### config.mk
export PLATFORM = sky130hd
export DESIGN_NAME = can_fifo_window
export DESIGN_NICKNAME = d
export VERILOG_FILES = /design/src/rtl/cfw_pkg.sv /design/src/rtl/cfw_msg_queue.sv /design/src/rtl/cfw_tx_stage.sv /design/src/rtl/cfw_irq_flags.sv /design/src/rtl/can_fifo_window.sv
export SDC_FILE = /design/constraint.sdc
export NUM_CORES = 1
export LEC_CHECK = 0
export BUFFER_PORTS_ARGS = -buffer_cell sky130_fd_sc_hd__buf_2
export CELL_PAD_IN_SITES_DETAIL_PLACEMENT = 1
export CELL_PAD_IN_SITES_GLOBAL_PLACEMENT = 2
export CORE_MARGIN = 2
export CORE_UTILIZATION = 46
export CTS_BUF_LIST = sky130_fd_sc_hd__clkbuf_16
export DETAILED_ROUTE_END_ITERATION = 16
export PLACE_DENSITY_LB_ADDON = 0.3
export SYNTH_ARGS = -nofsm -noshare
export SYNTH_HDL_FRONTEND = slang
export SYNTH_HIERARCHICAL = 1
export SYNTH_SLANG_ARGS = --single-unit
### constraint.sdc
create_clock -name clk -period 4.2 [get_ports clk]
set_input_delay 0.42 -clock clk [delete_from_list [all_inputs] [get_ports clk]]
set_output_delay 0.42 -clock clk [all_outputs]
set_load 0.05 [all_outputs]
### src/rtl/cfw_pkg.sv
package cfw_pkg;
  localparam int ID_W    = 32;
  localparam int DLC_W   = 4;
  localparam int DATA_W  = 64;
  localparam int RTR_BIT = 30;
  localparam int TXF_BIT = 3;
  localparam int RXF_BIT = 4;
  localparam logic [7:0] PTR_MAGIC = 8'hFF;

  localparam logic [3:0] A_TX_ID   = 4'd0;
  localparam logic [3:0] A_TX_DLC  = 4'd1;
  localparam logic [3:0] A_TX_DLO  = 4'd2;
  localparam logic [3:0] A_TX_DHI  = 4'd3;
  localparam logic [3:0] A_RX_ID   = 4'd4;
  localparam logic [3:0] A_RX_DLC  = 4'd5;
  localparam logic [3:0] A_RX_DLO  = 4'd6;
  localparam logic [3:0] A_RX_DHI  = 4'd7;
  localparam logic [3:0] A_TX_CTL  = 4'd8;
  localparam logic [3:0] A_TX_PTR  = 4'd9;
  localparam logic [3:0] A_RX_CTL  = 4'd10;
  localparam logic [3:0] A_RX_PTR  = 4'd11;
  localparam logic [3:0] A_INT_STS = 4'd12;
  localparam logic [3:0] A_INT_EN  = 4'd13;

  typedef struct packed {
    logic [ID_W-1:0]   id;
    logic [DLC_W-1:0]  dlc;
    logic [DATA_W-1:0] data;
  } cfw_frame_t;

  localparam int FRAME_W = $bits(cfw_frame_t);

  function automatic cfw_frame_t strip_remote(input cfw_frame_t f);
    cfw_frame_t r;
    r = f;
    if (f.id[RTR_BIT]) r.data = '0;
    return r;
  endfunction
endpackage

### src/rtl/cfw_msg_queue.sv
module cfw_msg_queue #(
  parameter int DEPTH = 4,
  parameter int W     = 100,
  localparam int PTR_W = (DEPTH > 1) ? $clog2(DEPTH) : 1,
  localparam int CNT_W = $clog2(DEPTH + 1)
) (
  input  logic             clk,
  input  logic             rst_n,
  input  logic             push_i,
  input  logic [W-1:0]     push_data_i,
  input  logic             pop_i,
  output logic [W-1:0]     head_o,
  output logic [CNT_W-1:0] count_o,
  output logic             full_o,
  output logic             empty_o
);
  logic [W-1:0]     slot_q [DEPTH];
  logic [PTR_W-1:0] wr_ptr_q, rd_ptr_q;
  logic [CNT_W-1:0] cnt_q;
  logic             do_push, do_pop;

  assign full_o  = (cnt_q == CNT_W'(DEPTH));
  assign empty_o = (cnt_q == '0);
  assign do_push = push_i && !full_o;
  assign do_pop  = pop_i && !empty_o;
  assign count_o = cnt_q;
  assign head_o  = empty_o ? '0 : slot_q[rd_ptr_q];

  function automatic logic [PTR_W-1:0] bump(input logic [PTR_W-1:0] p);
    return (p == PTR_W'(DEPTH - 1)) ? '0 : p + PTR_W'(1);
  endfunction

  always_ff @(posedge clk) begin
    if (do_push) slot_q[wr_ptr_q] <= push_data_i;
  end

  always_ff @(posedge clk or negedge rst_n) begin
    if (!rst_n) begin
      wr_ptr_q <= '0;
      rd_ptr_q <= '0;
      cnt_q    <= '0;
    end else begin
      if (do_push) wr_ptr_q <= bump(wr_ptr_q);
      if (do_pop)  rd_ptr_q <= bump(rd_ptr_q);
      case ({do_push, do_pop})
        2'b10:   cnt_q <= cnt_q + CNT_W'(1);
        2'b01:   cnt_q <= cnt_q - CNT_W'(1);
        default: cnt_q <= cnt_q;
      endcase
    end
  end

  assert_count_bound_R3: assert property (@(posedge clk) disable iff (!rst_n)
    count_o <= CNT_W'(DEPTH));
  assert_full_refuse_R4: assert property (@(posedge clk) disable iff (!rst_n)
    (push_i && full_o && !pop_i) |=> (count_o == $past(count_o)));
  assert_pop_step_R3: assert property (@(posedge clk) disable iff (!rst_n)
    (pop_i && !empty_o && !push_i) |=> (count_o == $past(count_o) - CNT_W'(1)));
endmodule

### src/rtl/cfw_tx_stage.sv
module cfw_tx_stage
  import cfw_pkg::*;
(
  input  logic        clk,
  input  logic        rst_n,
  input  logic        wr_en_i,
  input  logic [3:0]  addr_i,
  input  logic [31:0] wdata_i,
  output cfw_frame_t  frame_o
);
  cfw_frame_t stage_q;
  assign frame_o = stage_q;

  always_ff @(posedge clk or negedge rst_n) begin
    if (!rst_n) begin
      stage_q <= '0;
    end else if (wr_en_i) begin
      case (addr_i)
        A_TX_ID:  stage_q.id          <= wdata_i;
        A_TX_DLC: stage_q.dlc         <= wdata_i[DLC_W-1:0];
        A_TX_DLO: stage_q.data[31:0]  <= wdata_i;
        A_TX_DHI: stage_q.data[63:32] <= wdata_i;
        default:  stage_q             <= stage_q;
      endcase
    end
  end
endmodule

### src/rtl/cfw_irq_flags.sv
module cfw_irq_flags (
  input  logic       clk,
  input  logic       rst_n,
  input  logic       tx_evt_i,
  input  logic       rx_evt_i,
  input  logic       sts_wr_i,
  input  logic       en_wr_i,
  input  logic [1:0] bits_i,
  output logic [1:0] sts_o,
  output logic [1:0] en_o,
  output logic       irq_o
);
  logic [1:0] sts_q, en_q, keep;

  assign keep  = sts_wr_i ? bits_i : 2'b11;
  assign sts_o = sts_q;
  assign en_o  = en_q;
  assign irq_o = |(sts_q & en_q);

  always_ff @(posedge clk or negedge rst_n) begin
    if (!rst_n) begin
      sts_q <= '0;
      en_q  <= '0;
    end else begin
      sts_q <= (sts_q & keep) | {rx_evt_i, tx_evt_i};
      if (en_wr_i) en_q <= bits_i;
    end
  end

  assert_tx_flag_set_R10: assert property (@(posedge clk) disable iff (!rst_n)
    tx_evt_i |=> sts_o[0]);
  assert_rx_flag_set_R10: assert property (@(posedge clk) disable iff (!rst_n)
    rx_evt_i |=> sts_o[1]);
  assert_flag_sticky_R10: assert property (@(posedge clk) disable iff (!rst_n)
    (!sts_wr_i && sts_o[0]) |=> sts_o[0]);
  assert_irq_needs_enable_R11: assert property (@(posedge clk) disable iff (!rst_n)
    irq_o |-> (en_o != 2'b00) && (sts_o != 2'b00));
endmodule

### src/rtl/can_fifo_window.sv
module can_fifo_window
  import cfw_pkg::*;
#(
  parameter int DEPTH = 4,
  localparam int CNT_W = $clog2(DEPTH + 1)
) (
  input  logic        clk,
  input  logic        rst_n,
  input  logic        cpu_wr_en,
  input  logic [3:0]  cpu_addr,
  input  logic [31:0] cpu_wdata,
  output logic [31:0] cpu_rdata,
  output logic        tx_valid,
  input  logic        tx_ready,
  output logic [31:0] tx_id,
  output logic [3:0]  tx_dlc,
  output logic [63:0] tx_data,
  input  logic        rx_valid,
  output logic        rx_ready,
  input  logic [31:0] rx_id,
  input  logic [3:0]  rx_dlc,
  input  logic [63:0] rx_data,
  output logic        rx_overrun,
  output logic        irq
);
  logic tx_en_q, rx_en_q;
  cfw_frame_t stage, tx_head, rx_head, rx_in;
  logic [CNT_W-1:0] tx_cnt, rx_cnt;
  logic tx_full, tx_empty, rx_full, rx_empty;
  logic tx_commit, tx_pop, rx_take, rx_release;
  logic [1:0] sts, ien;

  assign tx_commit  = cpu_wr_en && (cpu_addr == A_TX_PTR) &&
                      (cpu_wdata[7:0] == PTR_MAGIC) && tx_en_q;
  assign rx_release = cpu_wr_en && (cpu_addr == A_RX_PTR) &&
                      (cpu_wdata[7:0] == PTR_MAGIC);

  always_ff @(posedge clk or negedge rst_n) begin
    if (!rst_n) begin
      tx_en_q <= 1'b0;
      rx_en_q <= 1'b0;
    end else if (cpu_wr_en) begin
      if (cpu_addr == A_TX_CTL) tx_en_q <= cpu_wdata[0];
      if (cpu_addr == A_RX_CTL) rx_en_q <= cpu_wdata[0];
    end
  end

  cfw_tx_stage u_stage (
    .clk(clk), .rst_n(rst_n), .wr_en_i(cpu_wr_en),
    .addr_i(cpu_addr), .wdata_i(cpu_wdata), .frame_o(stage)
  );

  cfw_msg_queue #(.DEPTH(DEPTH), .W(FRAME_W)) u_txq (
    .clk(clk), .rst_n(rst_n), .push_i(tx_commit),
    .push_data_i(strip_remote(stage)), .pop_i(tx_pop),
    .head_o(tx_head), .count_o(tx_cnt), .full_o(tx_full), .empty_o(tx_empty)
  );

  assign tx_valid = tx_en_q && !tx_empty;
  assign tx_pop   = tx_valid && tx_ready;
  assign tx_id    = tx_head.id;
  assign tx_dlc   = tx_head.dlc;
  assign tx_data  = tx_head.data;

  assign rx_in.id   = rx_id;
  assign rx_in.dlc  = rx_dlc;
  assign rx_in.data = rx_data;
  assign rx_ready   = rx_en_q;
  assign rx_take    = rx_valid && rx_en_q;
  assign rx_overrun = rx_take && rx_full;

  cfw_msg_queue #(.DEPTH(DEPTH), .W(FRAME_W)) u_rxq (
    .clk(clk), .rst_n(rst_n), .push_i(rx_take),
    .push_data_i(strip_remote(rx_in)), .pop_i(rx_release),
    .head_o(rx_head), .count_o(rx_cnt), .full_o(rx_full), .empty_o(rx_empty)
  );

  cfw_irq_flags u_flags (
    .clk(clk), .rst_n(rst_n),
    .tx_evt_i(tx_pop), .rx_evt_i(rx_take && !rx_full),
    .sts_wr_i(cpu_wr_en && (cpu_addr == A_INT_STS)),
    .en_wr_i(cpu_wr_en && (cpu_addr == A_INT_EN)),
    .bits_i({cpu_wdata[RXF_BIT], cpu_wdata[TXF_BIT]}),
    .sts_o(sts), .en_o(ien), .irq_o(irq)
  );

  always_comb begin
    cpu_rdata = '0;
    case (cpu_addr)
      A_TX_ID:   cpu_rdata = stage.id;
      A_TX_DLC:  cpu_rdata[DLC_W-1:0] = stage.dlc;
      A_TX_DLO:  cpu_rdata = stage.data[31:0];
      A_TX_DHI:  cpu_rdata = stage.data[63:32];
      A_RX_ID:   cpu_rdata = rx_head.id;
      A_RX_DLC:  cpu_rdata[DLC_W-1:0] = rx_head.dlc;
      A_RX_DLO:  cpu_rdata = rx_head.data[31:0];
      A_RX_DHI:  cpu_rdata = rx_head.data[63:32];
      A_TX_CTL: begin
        cpu_rdata[0]       = tx_en_q;
        cpu_rdata[CNT_W:1] = tx_cnt;
      end
      A_RX_CTL: begin
        cpu_rdata[0] = rx_en_q;
        cpu_rdata[7] = rx_empty;
      end
      A_INT_STS: begin
        cpu_rdata[TXF_BIT] = sts[0];
        cpu_rdata[RXF_BIT] = sts[1];
      end
      A_INT_EN: begin
        cpu_rdata[TXF_BIT] = ien[0];
        cpu_rdata[RXF_BIT] = ien[1];
      end
      default:   cpu_rdata = '0;
    endcase
  end

  assert_rx_drop_keeps_R9: assert property (@(posedge clk) disable iff (!rst_n)
    (rx_overrun && !rx_release) |=> (rx_cnt == $past(rx_cnt)));
  assert_tx_hold_R6: assert property (@(posedge clk) disable iff (!rst_n)
    (tx_valid && !tx_ready && !(cpu_wr_en && cpu_addr == A_TX_CTL))
      |=> (tx_valid && $stable(tx_id) && $stable(tx_data) && $stable(tx_dlc)));
  assert_remote_no_data_R5: assert property (@(posedge clk) disable iff (!rst_n)
    (tx_valid && tx_id[RTR_BIT]) |-> (tx_data == '0));
  assert_disabled_refuse_R4: assert property (@(posedge clk) disable iff (!rst_n)
    (!tx_en_q && !tx_pop) |=> (tx_cnt == $past(tx_cnt)));
endmodule

# Yosys cells after proc, flatten, opt, wreduce, memory -nomap -nowiden
# Memory sizes are Yosys's and may differ from the RTL's.
# Index checks and enable logic that the tools add are counted.
# W data, S select, Z words.
classes:
  addsub: 8
  n_eq_ne: 24
  muxes: 22
  bitwise: 3
  n_reduce_logical: 31
ops:
  columns: ["operator", "count"]
  rows:
  - ["$mux W100", 2]
  - ["$pmux W24 S6", 1]
  - ["$mux W64", 2]
  - ["$eq A4 B4 Y1 const B", 6]
  - ["$pmux W2 S9", 1]
  - ["$eq A4 B3 Y1 const B", 4]
  - ["$logic_and A1 B1 Y1", 15]
  - ["$eq A2 B2 Y1 const B", 6]
  - ["$pmux W2 S6", 1]
  - ["$pmux W3 S2", 2]
  - ["$reduce_and A2 Y1", 6]
  - ["$pmux W1 S11", 1]
  - ["$mux W2", 5]
  - ["$pmux W1 S10", 1]
  - ["$add A2 B1 Y2 const B", 4]
  - ["$eq A4 B2 Y1 const B", 2]
  - ["$eq A8 B8 Y1 const B", 1]
  - ["$pmux W1 S8", 1]
  - ["$pmux W1 S7", 1]
  - ["$add A3 B1 Y3 const B", 2]
  - ["$eq A3 B3 Y1 const B", 2]
  - ["$logic_not A3 Y1", 2]
  - ["$sub A3 B1 Y3 const B", 2]
  - ["$and A2 B2 Y2", 2]
  - ["other kinds (8)", 16]
word_totals:
  register_bits: 120
  ram_bits: 800
  output_inout_bits: 136
  memories: 2
memory_table:
  columns: ["name", "words", "width", "rd", "rd_ports_with_merged_regs", "wr", "line", "source"]
  rows:
  - ["u_rxq.slot_q", 4, 100, 1, 0, 1, "cfw_msg_queue.sv:17", "logic [W-1:0] slot_q [DEPTH];"]
  - ["u_txq.slot_q", 4, 100, 1, 0, 1, "cfw_msg_queue.sv:17", null]

# Longest topological paths before layout
logic_depth:
  word_depth: 7
  ltp_mapped: 13

# By module
# The synthesis kept the hierarchy.
by_module_without_submodules:
  columns: ["module", "instances", "cells_per_inst", "area_per_inst_um2", "seq_area_each_um2"]
  rows:
  - ["cfw_msg_queue (u_txq)", 1, 672, 15527.4, 12186.7]
  - ["cfw_msg_queue (u_rxq)", 1, 672, 15497.4, 12186.7]
  - ["cfw_tx_stage", 1, 215, 3741.1, 2502.4]
  - ["can_fifo_window", 1, 399, 2733.9, 50.0]
  - ["cfw_irq_flags", 1, 11, 166.4, 100.1]

# Least setup slack after synthesis
# No wires, ideal clock.
synth_timing:
  path_kind: "input to register"
  from: "input cpu_addr[3]"
  to: "memory u_txq.slot_q[1][0], enable pin"
  arrival_ps: 3859
  setup_slack_ps: -129
  path_stages: 6
  n_path_buf: 1
  path_cell_list: "buf_2 -> nor2b_1 -> nand2_1 -> nor4_1 -> nor2b_1 -> and2_1"
synth_between:
  elab_chain_cells: 7
synth_lines:
  columns: ["item", "line", "source"]
  rows:
  - ["start, declared", "can_fifo_window.sv:10", "input logic [3:0] cpu_addr,"]
  - ["$eq A4 B4 Y1", "can_fifo_window.sv:33", "assign tx_commit = cpu_wr_en && (cpu_addr == A_TX_PTR) &&"]
  - ["$logic_and A1 B1 Y1 (2 in series)", "can_fifo_window.sv:33", null]
  - ["$logic_and A1 B1 Y1", "can_fifo_window.sv:34", "(cpu_wdata[7:0] == PTR_MAGIC) && tx_en_q;"]
  - ["net tx_commit", "can_fifo_window.sv:30", "logic tx_commit, tx_pop, rx_take, rx_release;"]
  - ["$logic_and A1 B1 Y1", "cfw_msg_queue.sv:24", "assign do_push = push_i && !full_o;"]
  - ["$mux W1", "cfw_msg_queue.sv:34", "if (do_push) slot_q[wr_ptr_q] <= push_data_i;"]
  - ["$mux W1 (implied by the code)", "cfw_msg_queue.sv:34", null]
  - ["end, declared", "cfw_msg_queue.sv:17", null]
# The timed path passes the listed nets, and every way through them passes these cells.

==> reports/results.md <==
## Timing
- number of setup violations in the final report: 0
- Final period util: 95.8%
- maximum frequency from static timing analysis: 0.249 GHz
- number of hold violations in the final report: 0
- final hold slack: 0.0364 ns
- setup ws final: 0.176 ns
- final count of pins violating max slew: 0
- RSZ-0062 raised after global routing: no
- worst clock skew: 0.0169 ns
- worst-case headroom to the max-slew limit: 36.3%
- actual slew at the worst max-slew pin: 0.956 ns
- minimum clock period after layout: 4.02 ns
- TNS Setup: 0 ns

## Logic synthesis
- Synth Flop Type: sky130_fd_sc_hd__edfxtp_1
- Syn Nets: 2124
- Cell Area, Synth: 0.0377 mm^2
- sequential fraction of the synthesis area: 71.8%
- unique cell type count in the Yosys netlist: 58
- synthesized instance count: 1969
- count of flip-flops with a built-in enable after synthesis: 800
- number of flip-flops and latches in the synthesized netlist: 920
- share of flip-flops with an asynchronous set or reset after synthesis: 13.0%
- syn avg cell area: 19.1 um^2
- count of synthesis-stage warnings from yosys: 6

## Finish
- P&R area growth vs syn: 16.8%
- total area of multi-input combinational cells: 0.00999 mm^2
- Final Instance Count excl. Fillers: 3459
- commonest non-fill, non-tap cell in the layout: sky130_fd_sc_hd__edfxtp_1
- number of filler instances in the final layout: 7317
- Storage cell area: 0.0270 mm^2
- Util after Layout: 54.5%
- top library cells by usage in the layout, fill and taps aside: 800 x sky130_fd_sc_hd__edfxtp_1, 340 x sky130_fd_sc_hd__nor2b_1, 275 x sky130_fd_sc_hd__buf_2
- count of nets after finishing: 2479
- ratio of cells with drive above 1 in the final layout: 34.7%

## Worst setup path
- Req. time, crit path: 3.78 ns
- kind of start point of the critical path: flop
- Reg2Reg Setup Slack: 1.45 ns
- Crit Path Category: reg -> out
- data arrival at the endpoint of the critical path: 3.60 ns
- capturing element type of the critical path: output pin
- highest net fanout along the worst path: 35

## Drt
- Detailed Route WL: 96.6 mm
- average detailed-routed wire length per instance: 27.9 um
- vias: 19600
- via density per instance: 5.67
- post-route antenna net violation count: 0
- routed length on met2: 46.5 mm
- met3 wire length: 5.15 mm
- met1 wire length: 42.6 mm
- Top Metal Used: met5
- number of search-and-repair iterations in the first detailed-routing pass: 5
- remaining design rule violation count: 0
- DRC marker count from the first detailed-route iteration: 1758

## Die
- Std-Cell Core Area: 0.0808 mm^2
- cell row count: 104
- effective utilization at floorplan: 46.6%
- die footprint: 0.0842 mm^2
- top-level I/O count: 277
- overall die height: 290 um
- Die X-Extent: 290 um

## Place
- number of port buffers: 276
- Inst Count DP: 3252
- Place WS: 0.649 ns
- post-detail-place hpwl: 64.4 mm
- final RePlAce weighted congestion: 0.796

## Power
- static leakage: 15.3 nW
- Peak VDD IR: 0.345 mV
- Cell Pwr Density: 621 mW/mm^2

## Run
- max-cap check violation count: 0

## Global route
- number of global-route vias before repair: 21100
- initial antenna violation count: 7
- residual overflow from global routing: 0
- first-pass GRT wire length: 144 mm
- total routing resource utilization after global routing: 23.1%
- maximum number of pins on one net before global-route repair: 70

## CTS
- Clk Latency, worst-skew pair: 0.64 ns
- Max Buffers Root-to-Sink: 3
- post-CTS sizing: 0
- cell at the root of the clock tree: sky130_fd_sc_hd__clkbuf_16
- clk sink count: 920
- Clock H-tree levels: 3
- clock slew at the register clock pins of the worst setup and hold paths: 0.06 ns
- TritonCTS clock tree: built
- CTS buffer count: 92

## Run status
- run status: completed

## Worst hold path
- worst min-delay path category: in -> reg

-- per-stage QoR --
stage                     power (mW)  cell area, um^2
after floorplan                 16.9            37700
after global placement          18.9            40500
after detailed placement        19.1            40500
after CTS                       27.6            44000
after global routing            28.3            44000
final                           27.3            44000
-- sequential cells by signal, summed over array words and instances, names as in the netlist --
name             count
u_txq/count_o        3
u_rxq/rd_ptr_q       2
u_rxq/wr_ptr_q       2
rx_ready             1
u_txq/slot_q       400
u_flags/en_o         2
u_rxq/count_o        3
u_flags/sts_o        2
u_txq/wr_ptr_q       2
tx_en_q              1
u_txq/rd_ptr_q       2
u_stage/frame_o    100
u_rxq/slot_q       400
-- power by group --
part	total, mW	leakage, nW	internal (mW)	switching [mW]
logic	7.24	4.92	2.38	4.86
registers	11.6	8.76	10.9	0.727
clock network	8.48	1.60	5.04	3.43
total	27.3	15.3	18.3	9.02
-- metal layers --
metal  up-vias  track usage (%)
li1       8460                -
met1     10400             33.4
met2       624             36.9
met3       127             3.16
met4         4             6.89
met5         -                0
-- synthesized netlist by cell type, drive strengths merged (2+ instances only) --
cell,count,area (um^2)
nor3b,4,30.0
a21oi,7,35.0
or3,2,12.5
mux2,130,1470
and2,12,77.6
buf,70,474
ha,12,150
nor4,4,25.0
a22oi,34,255
edfxtp,800,24000
a32o,2,20.0
a22o,7,61.3
or2,2,12.5
xor2,4,35.0
mux4,202,4550
inv,14,52.6
a221oi,8,70.1
a211oi,2,15.0
nand2,19,73.8
nand3,7,35.0
a222oi,3,30.0
a31oi,2,12.5
nor3,16,100
clkbuf,43,163
fa,2,40.0
nor2,21,83.8
a21o,2,15.0
o221ai,2,17.5
and3,3,18.8
xnor2,2,17.5
nand4,3,18.8
o211ai,11,82.6
o21ai,18,90.1
dfrtp,120,3000
nor2b,340,2130
mux2i,25,250
nand2b,4,25.0
-- cells by family after synthesis --
group / Yosys count / share of synthesized area, %
XOR/XNOR: 6 / 0.140
buffers and inverters: 127 / 1.83
adder cells (fa/ha/maj): 14 / 0.505
AND/OR/NAND/NOR: 441 / 7.11
flip-flops: 920 / 71.8
AO/OA/AOI/OAI: 104 / 2.01
multiplexers: 357 / 16.6
-- worst paths after layout --
kind	start	endpoint	cells after the start
max	u_rxq/rd_ptr_q[0]	cpu_rdata[21]	7
min	rx_id[5]	u_rxq/slot_q[3][73]	1
max reg2reg	rx_ready	u_rxq/slot_q[3][89]	4
min reg2reg	u_flags/sts_o[0]	u_flags/sts_o[0]	1
max in group asynchronous	rst_n	u_rxq/rd_ptr_q[1]	3
min in group asynchronous	rst_n	u_stage/frame_o[12]	2
-- timing repair --
action | in CTS | in global routing
hold buffers | 37 | 0
hold endpoints to repair | 179 | 0
endpoints found under the setup margin | 1 | 0
buffers inserted | 1 | 0
-- worst max-delay path, stage by stage (launching register included) --
cell	delay [ns]
sky130_fd_sc_hd__dfrtp_4	0.66
sky130_fd_sc_hd__buf_12	0.33
sky130_fd_sc_hd__mux4_2	0.58
sky130_fd_sc_hd__nor2b_1	0.15
sky130_fd_sc_hd__and3_1	0.18
sky130_fd_sc_hd__a31oi_1	0.35
sky130_fd_sc_hd__o221ai_1	0.33
sky130_fd_sc_hd__buf_2	0.31
-- layout make-up --
cell class | count | area share [%]
inverter | 14 | 0.119
antenna | 1 | 0.00569
timing repair buffer | 374 | 5.61
multi-input combinational | 922 | 22.7
tap | 1060 | 3.01
clock buffer | 94 | 5.35
clock inverter | 74 | 1.75
sequential | 920 | 61.5
Note: power is estimated with default switching activity, not from simulation.
